$ cat src/rtl/decode_steer_pkg.sv
package decode_steer_pkg;
  localparam int unsigned STEER_SLOTS = 3;

  // strobes from the steering control to the output datapath
  typedef struct packed {
    logic [STEER_SLOTS-1:0] take;
    logic                   mcStart;
  } steer_strobe_t;
endpackage

$ cat src/rtl/steer_ctrl.sv
module steer_ctrl
  import decode_steer_pkg::*;
#(
  parameter int unsigned UOPW     = 3,
  parameter int unsigned HOLDW    = 4,
  parameter int unsigned HOLD_MIN = 2
) (
  input  logic                         clk,
  input  logic                         rstN,
  input  logic [STEER_SLOTS-1:0]       inValid,
  input  logic [STEER_SLOTS*UOPW-1:0]  inUops,
  input  logic [STEER_SLOTS-1:0]       inMcode,
  input  logic [HOLDW-1:0]             hold0,
  input  logic                         downReady,
  output steer_strobe_t                strobe,
  output logic [$clog2(STEER_SLOTS+1)-1:0] popCnt,
  output logic                         holdActive
);
  localparam int unsigned PCW = $clog2(STEER_SLOTS+1);
  localparam logic [HOLDW-1:0] HOLD_FLOOR = HOLDW'(HOLD_MIN);

  logic [HOLDW-1:0]       holdCnt;
  logic [HOLDW-1:0]       holdLen;
  logic [STEER_SLOTS-1:0] single;
  logic [STEER_SLOTS-1:0] take;
  logic                   busy;

  assign busy = (holdCnt != '0);

  // slot 0 accepts anything when not held and not stalled
  assign take[0] = downReady && !busy && inValid[0];

  generate
    for (genvar k = 0; k < STEER_SLOTS; k++) begin : g_single
      assign single[k] = (inUops[k*UOPW +: UOPW] == UOPW'(1)) && !inMcode[k];
    end
    for (genvar k = 1; k < STEER_SLOTS; k++) begin : g_chain
      // in-order chain: a simple slot fills only behind its neighbour
      assign take[k] = take[k-1] && !inMcode[0] && inValid[k] && single[k];
    end
  endgenerate

  always_comb begin
    popCnt = '0;
    for (int k = 0; k < STEER_SLOTS; k++) begin
      popCnt = popCnt + PCW'(take[k]);
    end
  end

  assign holdLen = (hold0 < HOLD_FLOOR) ? HOLD_FLOOR : hold0;

  always_ff @(posedge clk) begin
    if (!rstN) begin
      holdCnt <= '0;
    end else if (downReady) begin
      if (busy) begin
        holdCnt <= holdCnt - 1'b1;
      end else if (take[0] && inMcode[0]) begin
        holdCnt <= holdLen - 1'b1;
      end
    end
  end

  assign strobe.take    = take;
  assign strobe.mcStart = take[0] && inMcode[0];
  assign holdActive     = busy;
endmodule

$ cat src/rtl/steer_dp.sv
module steer_dp
  import decode_steer_pkg::*;
#(
  parameter int unsigned UOPW = 3
) (
  input  logic                        clk,
  input  logic                        rstN,
  input  steer_strobe_t               strobe,
  input  logic [STEER_SLOTS*UOPW-1:0] inUops,
  output logic [STEER_SLOTS-1:0]      slotValid,
  output logic [STEER_SLOTS*UOPW-1:0] slotUops,
  output logic                        slot0Mcode
);
  always_ff @(posedge clk) begin
    if (!rstN) begin
      slotValid  <= '0;
      slotMcodeReset();
    end else begin
      slotValid  <= strobe.take;
      slot0Mcode <= strobe.mcStart;
    end
  end

  task automatic slotMcodeReset();
    slot0Mcode <= 1'b0;
  endtask

  generate
    for (genvar k = 0; k < STEER_SLOTS; k++) begin : g_slot
      always_ff @(posedge clk) begin
        if (!rstN) begin
          slotUops[k*UOPW +: UOPW] <= '0;
        end else begin
          slotUops[k*UOPW +: UOPW] <= strobe.take[k] ? inUops[k*UOPW +: UOPW] : '0;
        end
      end
    end
  endgenerate
endmodule

$ cat src/rtl/decode_steer.sv
module decode_steer
  import decode_steer_pkg::*;
#(
  parameter int unsigned UOPW     = 3,
  parameter int unsigned HOLDW    = 4,
  parameter int unsigned HOLD_MIN = 2
) (
  input  logic                         clk,
  input  logic                         rstN,
  input  logic [STEER_SLOTS-1:0]       inValid,
  input  logic [STEER_SLOTS*UOPW-1:0]  inUops,
  input  logic [STEER_SLOTS-1:0]       inMcode,
  input  logic [STEER_SLOTS*HOLDW-1:0] inHold,
  input  logic                         downReady,
  output logic [$clog2(STEER_SLOTS+1)-1:0] popCnt,
  output logic [STEER_SLOTS-1:0]       slotValid,
  output logic [STEER_SLOTS*UOPW-1:0]  slotUops,
  output logic                         slot0Mcode,
  output logic                         holdActive
);
  steer_strobe_t strobe;

  steer_ctrl #(.UOPW(UOPW), .HOLDW(HOLDW), .HOLD_MIN(HOLD_MIN)) u_ctrl (
    .clk(clk), .rstN(rstN), .inValid(inValid), .inUops(inUops),
    .inMcode(inMcode), .hold0(inHold[HOLDW-1:0]), .downReady(downReady),
    .strobe(strobe), .popCnt(popCnt), .holdActive(holdActive)
  );

  steer_dp #(.UOPW(UOPW)) u_dp (
    .clk(clk), .rstN(rstN), .strobe(strobe), .inUops(inUops),
    .slotValid(slotValid), .slotUops(slotUops), .slot0Mcode(slot0Mcode)
  );
endmodule

$ cat config.mk
export PLATFORM = sky130hd
export DESIGN_NAME = decode_steer
export DESIGN_NICKNAME = d
export VERILOG_FILES = /design/src/rtl/decode_steer_pkg.sv /design/src/rtl/steer_ctrl.sv /design/src/rtl/steer_dp.sv /design/src/rtl/decode_steer.sv
export SDC_FILE = /design/constraint.sdc
export NUM_CORES = 1
export LEC_CHECK = 0
export BUFFER_PORTS_ARGS = -buffer_cell sky130_fd_sc_hd__buf_2
export CAP_MARGIN = 15
export CELL_PAD_IN_SITES_DETAIL_PLACEMENT = 0
export CELL_PAD_IN_SITES_GLOBAL_PLACEMENT = 2
export CORE_UTILIZATION = 23
export DETAILED_ROUTE_END_ITERATION = 10
export HOLD_SLACK_MARGIN = 0.12
export PLACE_DENSITY_LB_ADDON = 0.3
export SYNTH_ARGS = -nofsm -noshare
export SYNTH_HDL_FRONTEND = slang
export SYNTH_SLANG_ARGS = --single-unit
$ cat constraint.sdc
create_clock -name clk -period 4.6 [get_ports clk]
set_input_delay 1.38 -clock clk [delete_from_list [all_inputs] [get_ports clk]]
set_output_delay 1.38 -clock clk [all_outputs]
set_load 0.02 [all_outputs]
Word-level counts from Yosys, hierarchy flattened
Cells that the tools add are included.
- bits of input ports: 30
- bits in registers: 17
- logic and storage cells: 37
- output and inout bits: 16
- equal/unequal tests: 2
- order comparisons: 1
- $add $sub $neg: 4
- reductions and logical operators: 21
- mux-type cells: 3
- operators with widths (kind ; number):
    4-bit two-way mux ; 3
    1-bit logical AND ; 11
    2-bit AND reduction ; 4
    4-bit by 1-bit subtractor with 4-bit output, second input constant ; 2
    3-bit by 1-bit == test with 1-bit output, second input constant ; 2
    1-bit logical NOT ; 4
    4-bit by 2-bit less-than comparator with 1-bit output, second input constant ; 1
    4-bit nonzero test ; 1
    1-bit by 1-bit adder with 2-bit output ; 1
    2-bit by 1-bit adder with 2-bit output ; 1
    2-bit nonzero test ; 1

Depth between registers and ports, before layout
Gate-level depths: netlist (run 1).
- word-level depth: 11
- mapped depth: 6
- depth with buffers taken out: 6

Hierarchy
Synthesis (run 1) repeated with hierarchy kept, for this count alone.
- cell total of the unflattened synthesis: 68
- area total of the unflattened synthesis: 743.2 sq um
- modules (own cells, without submodules) (module ; cells an instance ; area each (sq um) ; sequential area each (sq um) ; times used):
    steer_ctrl ; 41 ; 381.6 ; 80.1 ; 1
    steer_dp ; 27 ; 361.6 ; 260.2 ; 1

Worst setup path before layout (run 1)
Ideal clock, no wire load.
- path kind: input-to-output
- start point: in inUops[4]
- end point: out popCnt[0]
- arrival: 2601 ps
- path slack: 619 ps
- required time: 3220 ps
- stages: 4
- buffers on the path: 0
- cell sequence: nor4b_1 -> nand3b_1 -> nor3_1 -> fa_1
- RTL lines (element ; line ; source):
    start, declared ; decode_steer.sv:11 ; input logic [STEER_SLOTS*UOPW-1:0] inUops,
    end, declared ; decode_steer.sv:15 ; output logic [$clog2(STEER_SLOTS+1)-1:0] popCnt,

==> metrics.md, run 1 <==
| Metric | Value |
|---|---|
| Fin crit period | `4.255 ns` |
| Hold EP | `u_ctrl.holdCnt[2]$_SDFFE_PN0P_` |
| Worst setup SP type | `primary input` |
| Clock skew | `about 0.0042 ns` |
| Nets@finish | `142` |
| Vias/cell | `4.436` |
| Clk sinks | `17` |
| Die ar. | `0.003175 mm2` |
| Synth-to-layout area growth | `37.94%` |
| I/O pin count | `46` |
| Gp weighted congestion | `0.7713` |
| Largest net degree at the start of global routing | `11` |
| Post-DP Area | `roughly 910 um2` |
| Worst Reg-to-Reg Cells | `5` |
| Setup bufs post-CTS | `0` |
| Slew Viols, Final | `0` |
| Required @ worst endpoint | `3.22 ns` |
| Tcrit/Tclk final | `between 90% and 100%` |
| Final instance area | `937.1 um2` |
| Final core occ | `33.69%` |
| Total Wirelength | `approximately 1500 um` |
| Synthesized cell area | `~680 um2` |
| Worst reg2reg setup slack | `3.00 ns` |
| Number of antenna violations at the first check in global routing | `0` |
| Vias in the first global route | `561` |
| Fmax | `235.0 MHz` |
| Pwr per Cell Area | `between 300 and 400 mW/mm2` |
| Crit Reg-Reg Startpoint | `u_ctrl.holdCnt[1]$_SDFFE_PN0P_` |
| Cells after DPL | `136` |
| Core area | `0.002781 mm2` |
| Port Buffers | `37` |
| Clock-pin slew of the registers on the worst-case setup and hold paths | `around 0.1 ns` |
| Wire per inst | `10.41 um` |
| Leakage power | `0.4644 nW` |
| Initial Util | `between 20% and 30%` |
| Worst slack, placed | `0.2994 ns` |
| Total gr overflow | `0` |
| CTS tree | `built` |
| Status | `complete, no violations` |
| RSZ-0062 raised after global routing | `no` |
| Routed Antenna Nets | `0` |
| Initial drt markers | `10` |
| Chip Height | `56.35 um` |
| GR Util All Layers | `9.478%` |
| Hold Vio Cnt, Final | `0` |
| Setup TNS | `0 ns` |
| Drt first pass iters | `4` |
| Post-synthesis sequential area ratio | `50.09%` |
| Yosys top cell by area | `dfxtp_1` |
| Clk Latency, worst-skew pair | `roughly 0.29 ns` |
| Cell variety after synth | `30` |
| H-Tree Depth | `1` |
| HPWL after detailed placement | `1183 um` |
| Worst Hold Launch | `u_ctrl.holdCnt[2]$_SDFFE_PN0P_` |
| EDFF count, synth | `0` |
| Post-route insts no fill | `between 100 and 150` |
| Flop and latch count out of synthesis | `17` |
| Clk buf depth | `2` |
| Synth Area per Inst | `10.29 um2` |
| Cell count after synthesis | `66` |
| Yosys top cell area share | `50.09%` |
| CP Capture Type | `primary output` |
| Worst Hold Depth | `2` |
| Peak supply drop | `0.2027 mV` |
| Worst R2R End | `u_ctrl.holdCnt[2]$_SDFFE_PN0P_` |
| Asr flop ratio synth | `0%` |
| Critical path type | `in2out` |
| Via count | `between 600 and 700` |
| CTS root buf | `clkbuf_4` |
| Synth area leaders | `dfxtp_1 50%, nor4b_1 5.2%, and2_1 4.6%` |
| Layout cells sized above 1 | `42.20%` |
| DRC Markers | `0` |
| Core Rows | `19` |
| WHS | `0.5697 ns` |
| Die width | `56.35 um` |
| CTS resizes | `0` |
| Worst EP arrival | `2.87 ns` |
| Final setup viols | `0` |
| Crit-path max FO | `6` |
| Hold-fix buffer count after cts | `0` |
| Top FF cell, synth | `dfxtp_1` |
| Synth warnings | `0` |
| Design Power | `328.6 uW` |
| Ant diodes | `0` |
| Maxcap violations | `0` |
| Final setup margin | `about 0.35 ns` |
| First-pass GRT wire length | `2297 um` |
| Worst Hold Class | `reg2reg` |
| TritonCTS buffer count | `3` |
[cell usage in the layout (no fill, tap or decap), types with 2 or more instances in the layout]
master    instances
clkbuf_4          3
conb_1            4
nand3_1           2
and2_1            5
nor3_1            3
inv_1             2
a21oi_1           2
dfxtp_1          17
buf_2            37
nor4b_1           4
o21bai_1          2
nand2_1           3
nor2_1            5
inv_2             2
[worst max path at each step]
stage                    from   endpoint
floorplan           inUops[4]  popCnt[0]
detailed placement  inUops[4]  popCnt[0]
CTS                 inUops[4]  popCnt[0]
finish              inUops[4]  popCnt[0]
global route        inUops[4]  popCnt[0]
global placement    inUops[4]  popCnt[0]
[cells by family after synthesis]
family                   share of synthesized area, %
adder cells (fa/ha/maj)                         4.788
AND/OR/NAND/NOR                                 27.81
AO/OA/AOI/OAI                                   12.52
other                                          0.5520
XOR/XNOR                                        1.289
flip-flops                                      50.09
buffers and inverters                           2.947
[flip-flops by register name (all words and copies together), names as in the netlist]
name,count
u_dp.slot0Mcode,1
u_dp.slotValid,3
u_ctrl.holdCnt,4
u_dp.slotUops,9
[layout make-up]
cell class / count / area [um2]
flip-flops and latches: 17 / 340.3
clock inverters: 1 / 5.005
well taps: 31 / 38.79
clock buffers: 3 / 22.52
inverters: 4 / 15.01
fillers: 302 / 1844
repair buffers: 37 / 185.2
multi-input cells: 47 / 330.3
[per-layer routing]
layer | vias to the layer above | track usage [%] | wire, um
li1 | 320 | - | -
met1 | 274 | 10.24 | 637
met2 | 25 | 15.99 | 669
met3 | 2 | 4.839 | 138
met4 | 0 | 3.136 | 13
met5 | - | 0 | 0
[synth_stat cells, drive strengths merged (2+ instances only)]
| master | count |
|---|---|
| nor2 | 5 |
| or3 | 2 |
| nor4b | 4 |
| a21oi | 2 |
| o21bai | 2 |
| nor3 | 3 |
| nand4 | 2 |
| nand3 | 2 |
| and2 | 5 |
| inv | 4 |
| nand2 | 3 |
| dfxtp | 17 |
[power by group]
part / switching [mW] / internal [mW]
logic: 0.0446 / 0.0376
registers: 0.00914 / 0.156
clock network: 0.0493 / 0.0323
total: 0.103 / 0.226
[critical path: stages]
cell	delay (ns)
buf_2	0.10
nor4b_1	0.31
nand3b_1	0.23
nor3_1	0.27
fa_1	0.43
buf_2	0.17
(Power assumes the default switching activity.)
==> run 2: changes to the inputs <==
REMOVE_ABC_BUFFERS = 1   (was default)
==> metrics.md, run 2 (synthesis gave the netlist of run 1 again) <==
| Metric | Value |
|---|---|
| Pwr per Cell Area | `348.1 mW/mm2 (-0.73%)` |
| Worst reg2reg setup slack | `2.98 ns (-0.02 ns)` |
| Synth-to-layout area growth | `37.94% (unchanged)` |
| H-Tree Depth | `1 (unchanged)` |
| Chip Height | `56.35 um (unchanged)` |
| Worst EP arrival | `2.86 ns (about the same)` |
| Internal | `225.8 uW (about the same)` |
| Via count | `634 (+2.1%)` |
| Leakage power | `0.4644 nW (unchanged)` |
| Critical path type | `in2out` |
| Biggest register | `u_dp.slotUops` |
| Gp weighted congestion | `0.7129 (-7.6%)` |
| Largest net degree at the start of global routing | `11 (unchanged)` |
| CP dominant cell by count | `buf_2` |
| Cell depth of the worst setup path | `6 (unchanged)` |
| Worst Hold Class | `reg2reg` |
| CP bufs+invs | `2 (unchanged)` |
| Total Wirelength | `1438 um (-1.4%)` |
| Crit Reg-Reg Startpoint | `u_ctrl.holdCnt[1]$_SDFFE_PN0P_` |
| Clock skew | `0.003897 ns (-0.0003491 ns)` |
| Routed Antenna Nets | `0 (unchanged)` |
| Fin crit period | `4.243 ns (-0.01144 ns)` |
| Biggest regs | `u_dp.slotUops x9, u_ctrl.holdCnt x4, u_dp.slotValid x3` |
| Worst path slowest cell | `fa_1` |
| Tcrit/Tclk final | `92.25% (-0.25 points)` |
| Final-layout fill cell count | `297 (-1.7%)` |
| Required @ worst endpoint | `3.22 ns (about the same)` |
| Hold Vio Cnt, Final | `0 (unchanged)` |
| Capture point of the worst path | `popCnt[0]` |
| Post-route insts no fill | `140 (unchanged)` |
| CP Capture Type | `primary output` |
| Commonest cells after routing, fill and taps aside | `37 x buf_2, 17 x dfxtp_1, 5 x nor2_1, 5 x and2_1` |
| Ant diodes | `0 (unchanged)` |
| Cell Chain, Critical Path | `buf_2 -> nor4b_1 -> nand3b_1 -> nor3_1 -> fa_1 -> buf_2` |
| Worst Reg-to-Reg Cells | `5 (unchanged)` |
| Worst Hold Depth | `2 (unchanged)` |
| Setup bufs post-CTS | `0 (unchanged)` |
| Vias/cell | `4.529 (+2.1%)` |
| Crit-path max FO | `6 (unchanged)` |
| Worst slack, placed | `0.3225 ns (+0.02311 ns)` |
| Number of antenna violations at the first check in global routing | `0 (unchanged)` |
| Fmax | `235.7 MHz (+0.27%)` |
| Final setup viols | `0 (unchanged)` |
| Final setup margin | `0.3567 ns (+0.01144 ns)` |
| Final instance area | `937.1 um2 (unchanged)` |
| Worst setup SP type | `primary input` |
| Hold-fix buffer count after cts | `0 (unchanged)` |
| Post-DP Area | `909.6 um2 (unchanged)` |
| P_sw | `100.4 uW (-2.5%)` |
| Worst R2R End | `u_ctrl.holdCnt[2]$_SDFFE_PN0P_` |
| Setup TNS | `0 ns (unchanged)` |
| Slew Viols, Final | `0 (unchanged)` |
| GR Util All Layers | `10.16% (+0.69 points)` |
| Die ar. | `0.003175 mm2 (unchanged)` |
| Port Buffers | `37 (unchanged)` |
| CTS resizes | `0 (unchanged)` |
| DRC Markers | `0 (unchanged)` |
| Cells after DPL | `136 (unchanged)` |
| Initial Util | `24.43% (unchanged)` |
| First-pass GRT wire length | `2428 um (+5.7%)` |
| I/O pin count | `46 (unchanged)` |
| Core Rows | `19 (unchanged)` |
| CTS root buf | `clkbuf_4` |
| Setup crit start | `inUops[4]` |
| Vias in the first global route | `536 (-4.5%)` |
| Clk sinks | `17 (unchanged)` |
| Sw Share | `30.78% (-0.57 points)` |
| Clock share of power | `24.0% (-0.8 points)` |
| Logic gate share of total power | `25.4% (+0.4 points)` |
| Clk Latency, worst-skew pair | `0.29 ns (about the same)` |
| Status | `complete, no violations` |
| CTS tree | `built` |
| Max FFs per register | `9 (unchanged)` |
| TritonCTS buffer count | `3 (unchanged)` |
| Clk buf depth | `2 (unchanged)` |
| Worst path max stage delay | `0.43 ns (about the same)` |
| Maxcap violations | `0 (unchanged)` |
| Total gr overflow | `0 (unchanged)` |
| Commonest non-fill, non-tap cell in the layout | `buf_2` |
| Layout cells sized above 1 | `42.20% (unchanged)` |
| RSZ-0062 raised after global routing | `no` |
| Drt first pass iters | `4 (unchanged)` |
| Wire per inst | `10.27 um (-1.4%)` |
| Nets@finish | `142 (unchanged)` |
| CP delay by family, top | `simple AND/OR/NAND/NOR gates` |
| Register share of total power | `50.5% (+0.3 points)` |
| HPWL after detailed placement | `1142 um (-3.4%)` |
| Initial drt markers | `17 (+7)` |
| Die width | `56.35 um (unchanged)` |
| Peak supply drop | `0.2352 mV (+16%)` |
| Core area | `0.002781 mm2 (unchanged)` |
| Clock-pin slew of the registers on the worst-case setup and hold paths | `0.10 ns (about the same)` |
## run 2: cell counts in the layout (fill, tap and decap cells not counted)
Identical to the previous run, type by type.
## run 2: stage by stage
step                utilization, %  hold WS [ns]  power [mW]
floorplan                        -        0.5056      0.2237
global placement             32.70        0.5372      0.2514
detailed placement           32.70        0.5527      0.2517
CTS                          33.69        0.5730      0.3323
global route                 33.69        0.6087      0.3496
finish                       33.69        0.5654      0.3262
## run 2: how the worst min path moves through the flow
stage	startpoint	endpoint	slack, ns
2_1_floorplan	u_ctrl.holdCnt[2]$_SDFFE_PN0P_	u_ctrl.holdCnt[2]$_SDFFE_PN0P_	0.51
6_report	u_ctrl.holdCnt[2]$_SDFFE_PN0P_	u_ctrl.holdCnt[2]$_SDFFE_PN0P_	0.57
5_1_grt	u_ctrl.holdCnt[2]$_SDFFE_PN0P_	u_ctrl.holdCnt[2]$_SDFFE_PN0P_	0.61
3_5_place_dp	u_ctrl.holdCnt[2]$_SDFFE_PN0P_	u_ctrl.holdCnt[2]$_SDFFE_PN0P_	0.55
3_3_place_gp	u_ctrl.holdCnt[2]$_SDFFE_PN0P_	u_ctrl.holdCnt[2]$_SDFFE_PN0P_	0.54
4_1_cts	u_ctrl.holdCnt[2]$_SDFFE_PN0P_	u_ctrl.holdCnt[2]$_SDFFE_PN0P_	0.57
## run 2: final cells by class
type	instances	area, um2	area share (%)
flip-flops and latches	17	340.3	36.32
multi-input cells	47	330.3	35.25
inverters	4	15.01	1.602
repair buffers	37	185.2	19.76
well taps	31	38.79	4.139
clock inverters	1	5.005	0.5340
clock buffers	3	22.52	2.403
## run 2: power by group through the flow
stage          Combinational, mW  Sequential, mW  Clock [mW]
2_1_floorplan             0.0516           0.172           0
3_3_place_gp              0.0834           0.168           0
3_5_place_dp              0.0836           0.168           0
4_1_cts                   0.0839           0.165      0.0835
5_1_grt                   0.0931           0.166      0.0902
6_report                  0.0829           0.165      0.0784
## run 2: worst reg2reg max path: stages, from the launching register on
cell     delay (ns)
dfxtp_1        0.40
nor4b_1        0.36
a21oi_1        0.15
ha_1           0.25
xnor2_1        0.13
o41ai_1        0.23
## run 2: layer usage
metal | track usage (%) | vias to the layer above | wire (um)
met5 | 0 | - | 0
met3 | 5.300 | 4 | 150
li1 | - | 319 | -
met4 | 5.226 | 0 | 23
met2 | 13.95 | 29 | 582
met1 | 12.84 | 282 | 681
